$ cat src/rtl/saq_pkg.sv
// Package: shared kinds and constants of the stack access queue.
// Assumes byte offsets and 4-byte words.
package saq_pkg;
    typedef enum logic {
        ACC_LOAD  = 1'b0,
        ACC_STORE = 1'b1
    } acc_kind_e;

    localparam int WORD_BYTES = 4;
endpackage

$ cat src/rtl/saq_fwd_scan.sv
// Forwarding search: among live queued entries in age order (index 0 oldest),
// finds the youngest store whose offset equals look_off.
// Assumes the age view is a contiguous prefix of live entries.
module saq_fwd_scan #(
    parameter int DEPTH = 8,
    parameter int OFFW  = 12,
    parameter int DW    = 32
) (
    input  logic [DEPTH-1:0] age_live,
    input  logic [DEPTH-1:0] age_st,
    input  logic [OFFW-1:0]  age_off [DEPTH],
    input  logic [DW-1:0]    age_data [DEPTH],
    input  logic [OFFW-1:0]  look_off,
    output logic             hit,
    output logic [DW-1:0]    hit_data
);
    logic [DEPTH-1:0] match;

    // Per-entry offset comparators.
    for (genvar g = 0; g < DEPTH; g++) begin : g_cmp
        assign match[g] = age_live[g] && age_st[g] && (age_off[g] == look_off);
    end

    // Youngest match wins: later indices override earlier ones.
    always_comb begin
        hit      = 1'b0;
        hit_data = '0;
        for (int i = 0; i < DEPTH; i++) begin
            if (match[i]) begin
                hit      = 1'b1;
                hit_data = age_data[i];
            end
        end
    end
endmodule

$ cat src/rtl/saq_pair_pick.sv
// Combining decision: the two oldest entries form one request when both are
// live, of the same kind, and the second sits one word above the first.
module saq_pair_pick #(
    parameter int OFFW = 12
) (
    input  logic            live0,
    input  logic            live1,
    input  logic            st0,
    input  logic            st1,
    input  logic [OFFW-1:0] off0,
    input  logic [OFFW-1:0] off1,
    output logic            pair
);
    import saq_pkg::*;

    logic [OFFW-1:0] next_word;

    // Offset of the word directly above the head.
    assign next_word = off0 + OFFW'(WORD_BYTES);

    // Same kind, ascending adjacency, both present.
    assign pair = live0 && live1 && (st0 == st1) && (off1 == next_word);
endmodule

$ cat src/rtl/saq_flush_trim.sv
// Flush trimming: counts how many of the oldest live entries survive a flush
// at cut_tag. Assumes tags rise in program order and never span half the tag space.
module saq_flush_trim #(
    parameter int DEPTH = 8,
    parameter int TAGW  = 6,
    localparam int CW   = $clog2(DEPTH) + 1
) (
    input  logic              clk,
    input  logic              rst_n,
    input  logic              cut_valid,
    input  logic [DEPTH-1:0]  age_live,
    input  logic [TAGW-1:0]   age_tag [DEPTH],
    input  logic [TAGW-1:0]   cut_tag,
    output logic [CW-1:0]     keep_cnt
);
    logic [DEPTH-1:0] keep;

    // Survivor mask: live and not younger than the cut tag.
    for (genvar g = 0; g < DEPTH; g++) begin : g_keep
        logic [TAGW-1:0] diff;
        assign diff    = age_tag[g] - cut_tag;
        assign keep[g] = age_live[g] && (diff[TAGW-1] || (diff == '0));
    end

    // Population count of survivors.
    always_comb begin
        keep_cnt = '0;
        for (int i = 0; i < DEPTH; i++) begin
            keep_cnt = keep_cnt + CW'(keep[i]);
        end
    end

    AST_FLUSH_PREFIX: assert property (@(posedge clk) disable iff (!rst_n)
        cut_valid |-> (((keep + DEPTH'(1)) & keep) == '0));
endmodule

$ cat src/rtl/stack_access_queue.sv
// Stack access queue: holds local-variable loads and stores in program order,
// forwards store data to younger loads by offset match, and issues to the cache
// from the head, pairing two adjacent same-kind words. DEPTH must be a power of two.
module stack_access_queue #(
    parameter int DEPTH = 8,
    parameter int OFFW  = 12,
    parameter int DW    = 32,
    parameter int TAGW  = 6
) (
    input  logic            clk,
    input  logic            rst_n,
    input  logic            enq_valid,
    input  logic            enq_is_store,
    input  logic [OFFW-1:0] enq_off,
    input  logic [DW-1:0]   enq_data,
    input  logic [TAGW-1:0] enq_tag,
    output logic            full,
    output logic            res_valid,
    output logic [TAGW-1:0] res_tag,
    output logic [DW-1:0]   res_data,
    output logic            req_valid,
    output logic            req_is_store,
    output logic [OFFW-1:0] req_off,
    output logic            req_pair,
    output logic [DW-1:0]   req_data0,
    output logic [DW-1:0]   req_data1,
    output logic [TAGW-1:0] req_tag0,
    output logic [TAGW-1:0] req_tag1,
    input  logic            cache_ready,
    input  logic            flush_valid,
    input  logic [TAGW-1:0] flush_tag
);
    import saq_pkg::*;

    localparam int PW = $clog2(DEPTH);
    localparam int CW = PW + 1;

    logic [PW-1:0]   head;
    logic [CW-1:0]   occ;
    acc_kind_e       slot_kind [DEPTH];
    logic [OFFW-1:0] slot_off  [DEPTH];
    logic [DW-1:0]   slot_data [DEPTH];
    logic [TAGW-1:0] slot_tag  [DEPTH];

    logic [DEPTH-1:0] age_live;
    logic [DEPTH-1:0] age_st;
    logic [OFFW-1:0]  age_off  [DEPTH];
    logic [DW-1:0]    age_data [DEPTH];
    logic [TAGW-1:0]  age_tag  [DEPTH];

    logic            fwd_hit;
    logic [DW-1:0]   fwd_data;
    logic            pair_ok;
    logic [CW-1:0]   keep_cnt;
    logic            enq_fire;
    logic            push;
    logic            req_fire;
    logic [CW-1:0]   pop;
    logic [PW-1:0]   tail;

    // Age-ordered view of the circular storage, index 0 at the head.
    for (genvar g = 0; g < DEPTH; g++) begin : g_age
        logic [PW-1:0] phys;
        assign phys        = head + PW'(g);
        assign age_live[g] = (CW'(g) < occ);
        assign age_st[g]   = (slot_kind[phys] == ACC_STORE);
        assign age_off[g]  = slot_off[phys];
        assign age_data[g] = slot_data[phys];
        assign age_tag[g]  = slot_tag[phys];
    end

    saq_fwd_scan #(.DEPTH(DEPTH), .OFFW(OFFW), .DW(DW)) u_scan (
        .age_live (age_live),
        .age_st   (age_st),
        .age_off  (age_off),
        .age_data (age_data),
        .look_off (enq_off),
        .hit      (fwd_hit),
        .hit_data (fwd_data)
    );

    saq_pair_pick #(.OFFW(OFFW)) u_pair (
        .live0 (age_live[0]),
        .live1 (age_live[1]),
        .st0   (age_st[0]),
        .st1   (age_st[1]),
        .off0  (age_off[0]),
        .off1  (age_off[1]),
        .pair  (pair_ok)
    );

    saq_flush_trim #(.DEPTH(DEPTH), .TAGW(TAGW)) u_trim (
        .clk       (clk),
        .rst_n     (rst_n),
        .cut_valid (flush_valid),
        .age_live  (age_live),
        .age_tag   (age_tag),
        .cut_tag   (flush_tag),
        .keep_cnt  (keep_cnt)
    );

    // Occupancy flag, acceptance and push/pop decisions.
    assign full     = (occ == CW'(DEPTH));
    assign enq_fire = enq_valid && !full && !flush_valid;
    assign push     = enq_fire && (enq_is_store || !fwd_hit);
    assign req_fire = req_valid && cache_ready;
    assign pop      = req_fire ? (req_pair ? CW'(2) : CW'(1)) : '0;
    assign tail     = head + occ[PW-1:0];

    // Head request outputs, gated off during a flush.
    assign req_valid    = age_live[0] && !flush_valid;
    assign req_is_store = age_st[0];
    assign req_off      = age_off[0];
    assign req_data0    = age_data[0];
    assign req_tag0     = age_tag[0];
    assign req_pair     = req_valid && pair_ok;
    assign req_data1    = req_pair ? age_data[1] : '0;
    assign req_tag1     = req_pair ? age_tag[1]  : '0;

    // Entry write at the tail; load data is stored as zero.
    always_ff @(posedge clk) begin
        if (push) begin
            slot_kind[tail] <= enq_is_store ? ACC_STORE : ACC_LOAD;
            slot_off[tail]  <= enq_off;
            slot_data[tail] <= enq_is_store ? enq_data : '0;
            slot_tag[tail]  <= enq_tag;
        end
    end

    // Head pointer and occupancy update, flush takes precedence.
    always_ff @(posedge clk) begin
        if (!rst_n) begin
            head <= '0;
            occ  <= '0;
        end else if (flush_valid) begin
            occ  <= keep_cnt;
        end else begin
            head <= head + PW'(pop);
            occ  <= occ - pop + CW'(push);
        end
    end

    // Forwarded load result register.
    always_ff @(posedge clk) begin
        if (!rst_n) begin
            res_valid <= 1'b0;
            res_tag   <= '0;
            res_data  <= '0;
        end else begin
            res_valid <= enq_fire && !enq_is_store && fwd_hit;
            res_tag   <= enq_tag;
            res_data  <= fwd_data;
        end
    end

    AST_NO_OVERFLOW: assert property (@(posedge clk) disable iff (!rst_n)
        occ <= CW'(DEPTH));

    AST_FULL_HOLDS: assert property (@(posedge clk) disable iff (!rst_n)
        (full && !req_fire && !flush_valid) |=> full);

    AST_RES_AFTER_LOAD: assert property (@(posedge clk) disable iff (!rst_n)
        res_valid |-> $past(enq_valid && !enq_is_store));

    AST_HEAD_HELD: assert property (@(posedge clk) disable iff (!rst_n)
        (req_valid && !cache_ready && !flush_valid) |=>
        (flush_valid || (req_valid && req_tag0 == $past(req_tag0))));

    AST_PAIR_TWO: assert property (@(posedge clk) disable iff (!rst_n)
        (req_valid && req_pair) |-> (occ >= CW'(2)));

    AST_FLUSH_QUIET: assert property (@(posedge clk) disable iff (!rst_n)
        flush_valid |=> !res_valid);
endmodule

$ cat config.mk
export PLATFORM = sky130hd
export DESIGN_NAME = stack_access_queue
export DESIGN_NICKNAME = d
export VERILOG_FILES = /design/src/rtl/saq_pkg.sv /design/src/rtl/saq_fwd_scan.sv /design/src/rtl/saq_pair_pick.sv /design/src/rtl/saq_flush_trim.sv /design/src/rtl/stack_access_queue.sv
export SDC_FILE = /design/constraint.sdc
export NUM_CORES = 2
export LEC_CHECK = 0
export BUFFER_PORTS_ARGS = -buffer_cell sky130_fd_sc_hd__buf_2
export CAP_MARGIN = 10
export CORE_ASPECT_RATIO = 0.7
export CORE_MARGIN = 3
export CORE_UTILIZATION = 46
export CTS_BUF_LIST = sky130_fd_sc_hd__clkbuf_4 sky130_fd_sc_hd__clkbuf_8
export DETAILED_ROUTE_END_ITERATION = 10
export GPL_ROUTABILITY_DRIVEN = 0
export PLACE_DENSITY = 0.65
export SYNTH_ARGS = -nofsm -noshare
export SYNTH_HDL_FRONTEND = slang
export SYNTH_HIERARCHICAL = 1
export SYNTH_SLANG_ARGS = --single-unit
export TNS_END_PERCENT = 50
$ cat constraint.sdc
create_clock -name clk -period 9.5 [get_ports clk]
set_clock_uncertainty 0.15 [all_clocks]
set_input_delay 0.95 -clock clk [delete_from_list [all_inputs] [get_ports clk]]
set_output_delay 0.95 -clock clk [all_outputs]
set_load 0.01 [all_outputs]
### Word level (Yosys, flattened, before mapping)

Memory sizes are Yosys's and may differ from the RTL's. A register that Yosys moved wholly into a read port is not among the register bits.
Index checks and enable logic that the tools add are counted.

| storage, ports and cells | value |
|---|---|
| latch bits | 0 |
| memories | 4 |
| ROM bits | 0 |
| RAM bits | 408 |
| register bits | 46 |

Memories:

| memory | depth | bits a word | read ports | clocked after Yosys merged registers in | wr ports | line | source |
|---|---|---|---|---|---|---|---|
| slot_data | 8 | 32 | 8 | 1 | 1 | stack_access_queue.sv:42 | `logic [DW-1:0] slot_data [DEPTH];` |
| slot_off | 8 | 12 | 8 | 1 | 1 | stack_access_queue.sv:41 | `logic [OFFW-1:0] slot_off [DEPTH];` |
| slot_tag | 8 | 6 | 8 | 1 | 1 | stack_access_queue.sv:43 | `logic [TAGW-1:0] slot_tag [DEPTH];` |
| slot_kind | 8 | 1 | 8 | 1 | 1 | stack_access_queue.sv:40 | `acc_kind_e slot_kind [DEPTH];` |

| cells by class | value |
|---|---|
| shift-type cells | 0 |
| div/mod/pow operators | 0 |
| $mul | 0 |
| multiplexer cells | 33 |
| reductions and logical operators | 56 |
| eq/ne operators | 11 |
| $lt $le $gt $ge | 8 |
| bitwise operators | 0 |
| add/subtract/negate cells | 27 |

Operators by type and width:

| operator | count |
|---|---|
| $mux W32 | 10 |
| $eq A12 B12 Y1 | 9 |
| $logic_not A6 Y1 | 8 |
| $sub A6 B6 Y6 | 8 |
| $logic_and A1 B1 Y1 | 35 |
| $add A4 B1 Y4 | 7 |
| $mux W3 | 8 |
| $lt A3 B4 Y1 const A | 4 |
| $add A12 B3 Y12 const B | 1 |
| $add A3 B3 Y3 const B | 4 |
| $mux W1 | 11 |
| $logic_or A1 B1 Y1 | 9 |
| $lt A1 B4 Y1 const A | 2 |
| $lt A2 B4 Y1 const A | 2 |
| $add A3 B2 Y3 const B | 2 |
| $mux W6 | 1 |
| $eq A4 B4 Y1 const B | 1 |
| $logic_not A1 Y1 | 4 |
| $mux W2 | 2 |
| $mux W4 | 1 |
| $sub A4 B2 Y4 | 1 |
| $add A3 B1 Y3 const B | 1 |
| $add A3 B2 Y3 | 1 |
| $add A3 B3 Y3 | 1 |
| other kinds (2) | 2 |

### Depth between registers and ports, before layout

| depth | value |
|---|---|
| word-level depth | 16 |
| depth in mapped cells | 34 |
| mapped depth without buffers | 25 |

### By module

Netlist, hierarchy kept.

Modules (own cells, without submodules):

| module | cells each | sequential area each (µm²) | instances | area each (µm²) |
|---|---|---|---|---|
| stack_access_queue | 2327 | 13232.7 | 1 | 31948.1 |
| saq_fwd_scan | 709 | 0.0 | 1 | 4698.3 |
| saq_flush_trim | 236 | 0.0 | 1 | 1850.5 |
| saq_pair_pick | 40 | 0.0 | 1 | 297.8 |

### Worst setup path after synthesis

OpenSTA, ideal clock, no wires.

| timing path | value |
|---|---|
| kind | register -> register |
| start | register head[0] |
| end | memory slot_data[1][0], enable pin |
| period minus slack after synthesis | 10.308 ns |
| setup slack | -0.808 ns |
| buffers on the path | 12 |
| data required time | 8.764 ns |
| cell stages (with the launch flop) | 25 |
| data arrival time | 9.572 ns |
| library setup time | 0.586 ns |
| path through | dfxtp_1 > buf_2 > buf_6 > buf_2 > buf_2 > buf_2 > inv_1 > ha_1 > buf_2 > buf_2 > buf_2 > buf_2 > mux4_2 > mux2_2 > xnor2_1 > nand4_1 > or4_1 > buf_2 > buf_2 > nor3b_1 > nand3_1 > nor2b_1 > or4b_1 > clkbuf_1 > nor4_1 |

RTL lines:

| item | line | source |
|---|---|---|
| start, declared | stack_access_queue.sv:38 | `logic [PW-1:0] head;` |
| start signal, assigned | stack_access_queue.sv:138 | `head <= head + PW'(pop);` |
| end, declared | stack_access_queue.sv:42 |  |

==> results.json <==
{
  "synth_seq_cells": 457,
  "cts_resized": 0,
  "synthSimpleGateAreaFrac_pct": 15.6,
  "synth_warnings": 6,
  "seq_area_frac_synth_pct": 34.1,
  "initialDrtViolationCount": 4858,
  "slew_headroom_pct": 23.9,
  "cts_made_buffers": 78,
  "dieArea_um2": 87900,
  "layout.nets": 3429,
  "min_period_over_period_pct": 86.4,
  "grt_pass1_vias": 29100,
  "required_ns": 8.40,
  "internal_power_w": 0.00441,
  "grt_pass1_wl_um": 195000,
  "die-height_um": 249,
  "start_util_pct": 46.7,
  "power.density_nw_per_um2": 165,
  "synth_top_family_by_area": "multiplexers",
  "core_area_um2": 83000,
  "finalInstanceArea_um2": 41900,
  "clock_latency_ns": 0.76,
  "clk_path_buf_depth": 3,
  "grt_start_max_net_pins": 113,
  "holdPathStages": 1,
  "avgViaCountPerCell": 6.89,
  "path_max_fanout": 69,
  "synth_mux_area_share_pct": 34.2,
  "synth-xor-area-share_pct": 3.67,
  "drt_first_pass_iters": 7,
  "synth.distinct_cells": 65,
  "max_stage_delay_ns": 0.98,
  "swShare_pct": 36.1,
  "crit_buf_inv": 3,
  "place_ws_ns": 1.86,
  "total_power_w": 0.00690,
  "drc": 0,
  "seqPwrFrac_pct": 35.6,
  "drt-total-wl_um": 131000,
  "max_cap_violations": 0,
  "cts_tree": "done",
  "power_switching_w": 0.00249,
  "p_comb_share_pct": 35.7,
  "synth_fa_ha_area_share_pct": 2.58,
  "min_from": "enq_tag[4]",
  "setup_ws_ns": 1.29,
  "post_cts_buffers": 0,
  "status": "finished, final reports clean",
  "worstSetupPathType": "reg -> out",
  "dp_hpwl_um": 79700,
  "area_delta_synth_final_pct": 7.94,
  "layout_commonest_cell": "nand2_1",
  "hold_violations": 0,
  "path_delay_family": "simple AND/OR/NAND/NOR gates",
  "port_buffers": 192,
  "synth-edff-count": 408,
  "ir_worst_vdd_mv": 0.0994,
  "min_to": "slot_tag[1][4]",
  "leakage_nw": 14.5,
  "ant_nets": 0,
  "post_dp_cell_area_um2": 40200,
  "tightest_slew_ns": 1.14,
  "die_w_um": 353,
  "synth-compound-area-share_pct": 4.77,
  "rsz0062_at_grt": "no",
  "cp_slowest_cell": "nor3b_2",
  "crit_chain": "inv_1 -> ha_4 -> mux4_2 -> mux2_2 -> xor2_1 -> nor4_2 -> nand4_1 -> or4_1 -> nor4_1 -> nor3b_2 -> buf_4 -> and2_1 -> buf_2",
  "reg2reg_from": "head[0]",
  "utilization_pct": 50.4,
  "syn_nets": 3445,
  "r2r_slack_ns": 1.70,
  "avgRoutedWirePerCell_um": 29.2,
  "p_clk_share_pct": 28.8,
  "cts_num_sinks": 457,
  "cp.arrival_ns": 7.11,
  "final_cell_mix": "nand2_1, mux4_2, edfxtp_1",
  "grt_usage_pct": 29.4,
  "htreeDepth": 3,
  "cts_hold_buf": 0,
  "rows": 88,
  "end_kind": "primary output",
  "avgSynthCellArea_um2": 11.7,
  "num_io_pins": 193,
  "syn_inst": 3312,
  "dp.cells": 4341,
  "cts.clk_slew.worst_paths_ns": 0.07,
  "synthFlopType": "edfxtp_1",
  "fmax_mhz": 122,
  "setup_violations": 0,
  "slew_violations": 0,
  "min_period_ns": 8.21,
  "critPathLaunchType": "register",
  "drive_above_1_share_pct": 33.1,
  "vias": 31000,
  "netlist_area_um2": 38800,
  "fin_cells": 4493,
  "grt-ovfl-total": 0,
  "async_reset_ff_share_pct": 0,
  "reg2regPathDepth": 16,
  "r2r-end": "slot_data[0][4]",
  "antenna_found_initial": 6,
  "clockRootBuffer": "clkbuf_8",
  "hp-class": "in -> reg"
}
==> metal layers <==
layer | up-vias | GRT usage (%) | routed length [µm]
li1 | 12800 | - | -
met1 | 15300 | 42.2 | 50700
met2 | 2532 | 42.0 | 56200
met3 | 352 | 9.65 | 19700
met4 | 2 | 9.89 | 4670
met5 | - | 0 | 12
==> area by class of cell <==
class	count	area [µm²]
Tap cell	1125	1410
Timing Repair Buffer	266	1570
Antenna cell	7	17.5
Inverter	44	165
Clock buffer	104	1290
Sequential cell	457	13300
Fill cell	7286	41100
Multi-Input combinational cell	2449	23800
Clock inverter	41	407
==> synth_stat cells, types with 47 or more instances <==
| cell type | number | area, µm² |
|---|---|---|
| nand2_1 | 780 | 2930 |
| nor2_1 | 88 | 330 |
| xor2_1 | 47 | 412 |
| dfxtp_1 | 49 | 981 |
| and3_1 | 64 | 400 |
| xnor2_1 | 102 | 893 |
| a311oi_1 | 60 | 526 |
| buf_4 | 67 | 503 |
| edfxtp_1 | 408 | 12300 |
| mux4_2 | 510 | 11500 |
| mux2_2 | 153 | 1720 |
| nor4_1 | 72 | 450 |
| clkbuf_1 | 179 | 672 |
| nand4_1 | 48 | 300 |
| nand3_1 | 76 | 380 |
| and2_1 | 115 | 719 |
| ha_1 | 56 | 701 |
| buf_2 | 89 | 445 |
==> registers in the layout, indices dropped and copies added (netlist names), named ones only <==
register	flops
res_data	32
slot_tag	48
slot_data	256
occ	4
slot_off	96
res_valid	1
res_tag	6
slot_kind	8
head	3
==> metrics by stage <==
step | hold WS (ns) | TNS (ns)
floorplan | 0.532 | -247.27
global placement | 0.651 | 0
detailed placement | 0.678 | 0
CTS | 0.365 | 0
global route | 0.405 | 0
finish | 0.417 | 0
==> kinds of logic (layout without fill, tap and decap cells) <==
| kind of cell | count (synthesis) | count (layout) |
|---|---|---|
| buffers and inverters | 406 | 455 |
| muxes | 667 | 667 |
| xor gates and xnor gates | 156 | 156 |
| adders and majority gates | 71 | 71 |
| and+or+nand+nor | 1318 | 1318 |
| DFF | 457 | 457 |
| AOI/OAI and AO/OA | 237 | 237 |
| other | 0 | 7 |
==> worst max-delay path by stage <==
stage	startpoint	to	slack, ns	depth (start not counted)
6_report	head[0]	req_tag1[4]	1.29	13
5_1_grt	head[0]	req_tag1[0]	0.90	13
4_1_cts	head[0]	req_tag1[0]	1.34	13
3_5_place_dp	head[0]	slot_data[0][3]	1.86	16
3_3_place_gp	head[0]	occ[1]	1.90	25
2_1_floorplan	head[0]	slot_data[1][0]	-0.81	24
==> power groups by stage <==
stage                     logic, W  registers, W  clock network (W)
after floorplan            0.00180       0.00243                  0
after global placement     0.00238       0.00248                  0
after detailed placement   0.00240       0.00249                  0
after CTS                  0.00241       0.00245            0.00202
after global routing       0.00263       0.00247            0.00211
final                      0.00246       0.00245            0.00199
Power figures use the tool's default switching activity.
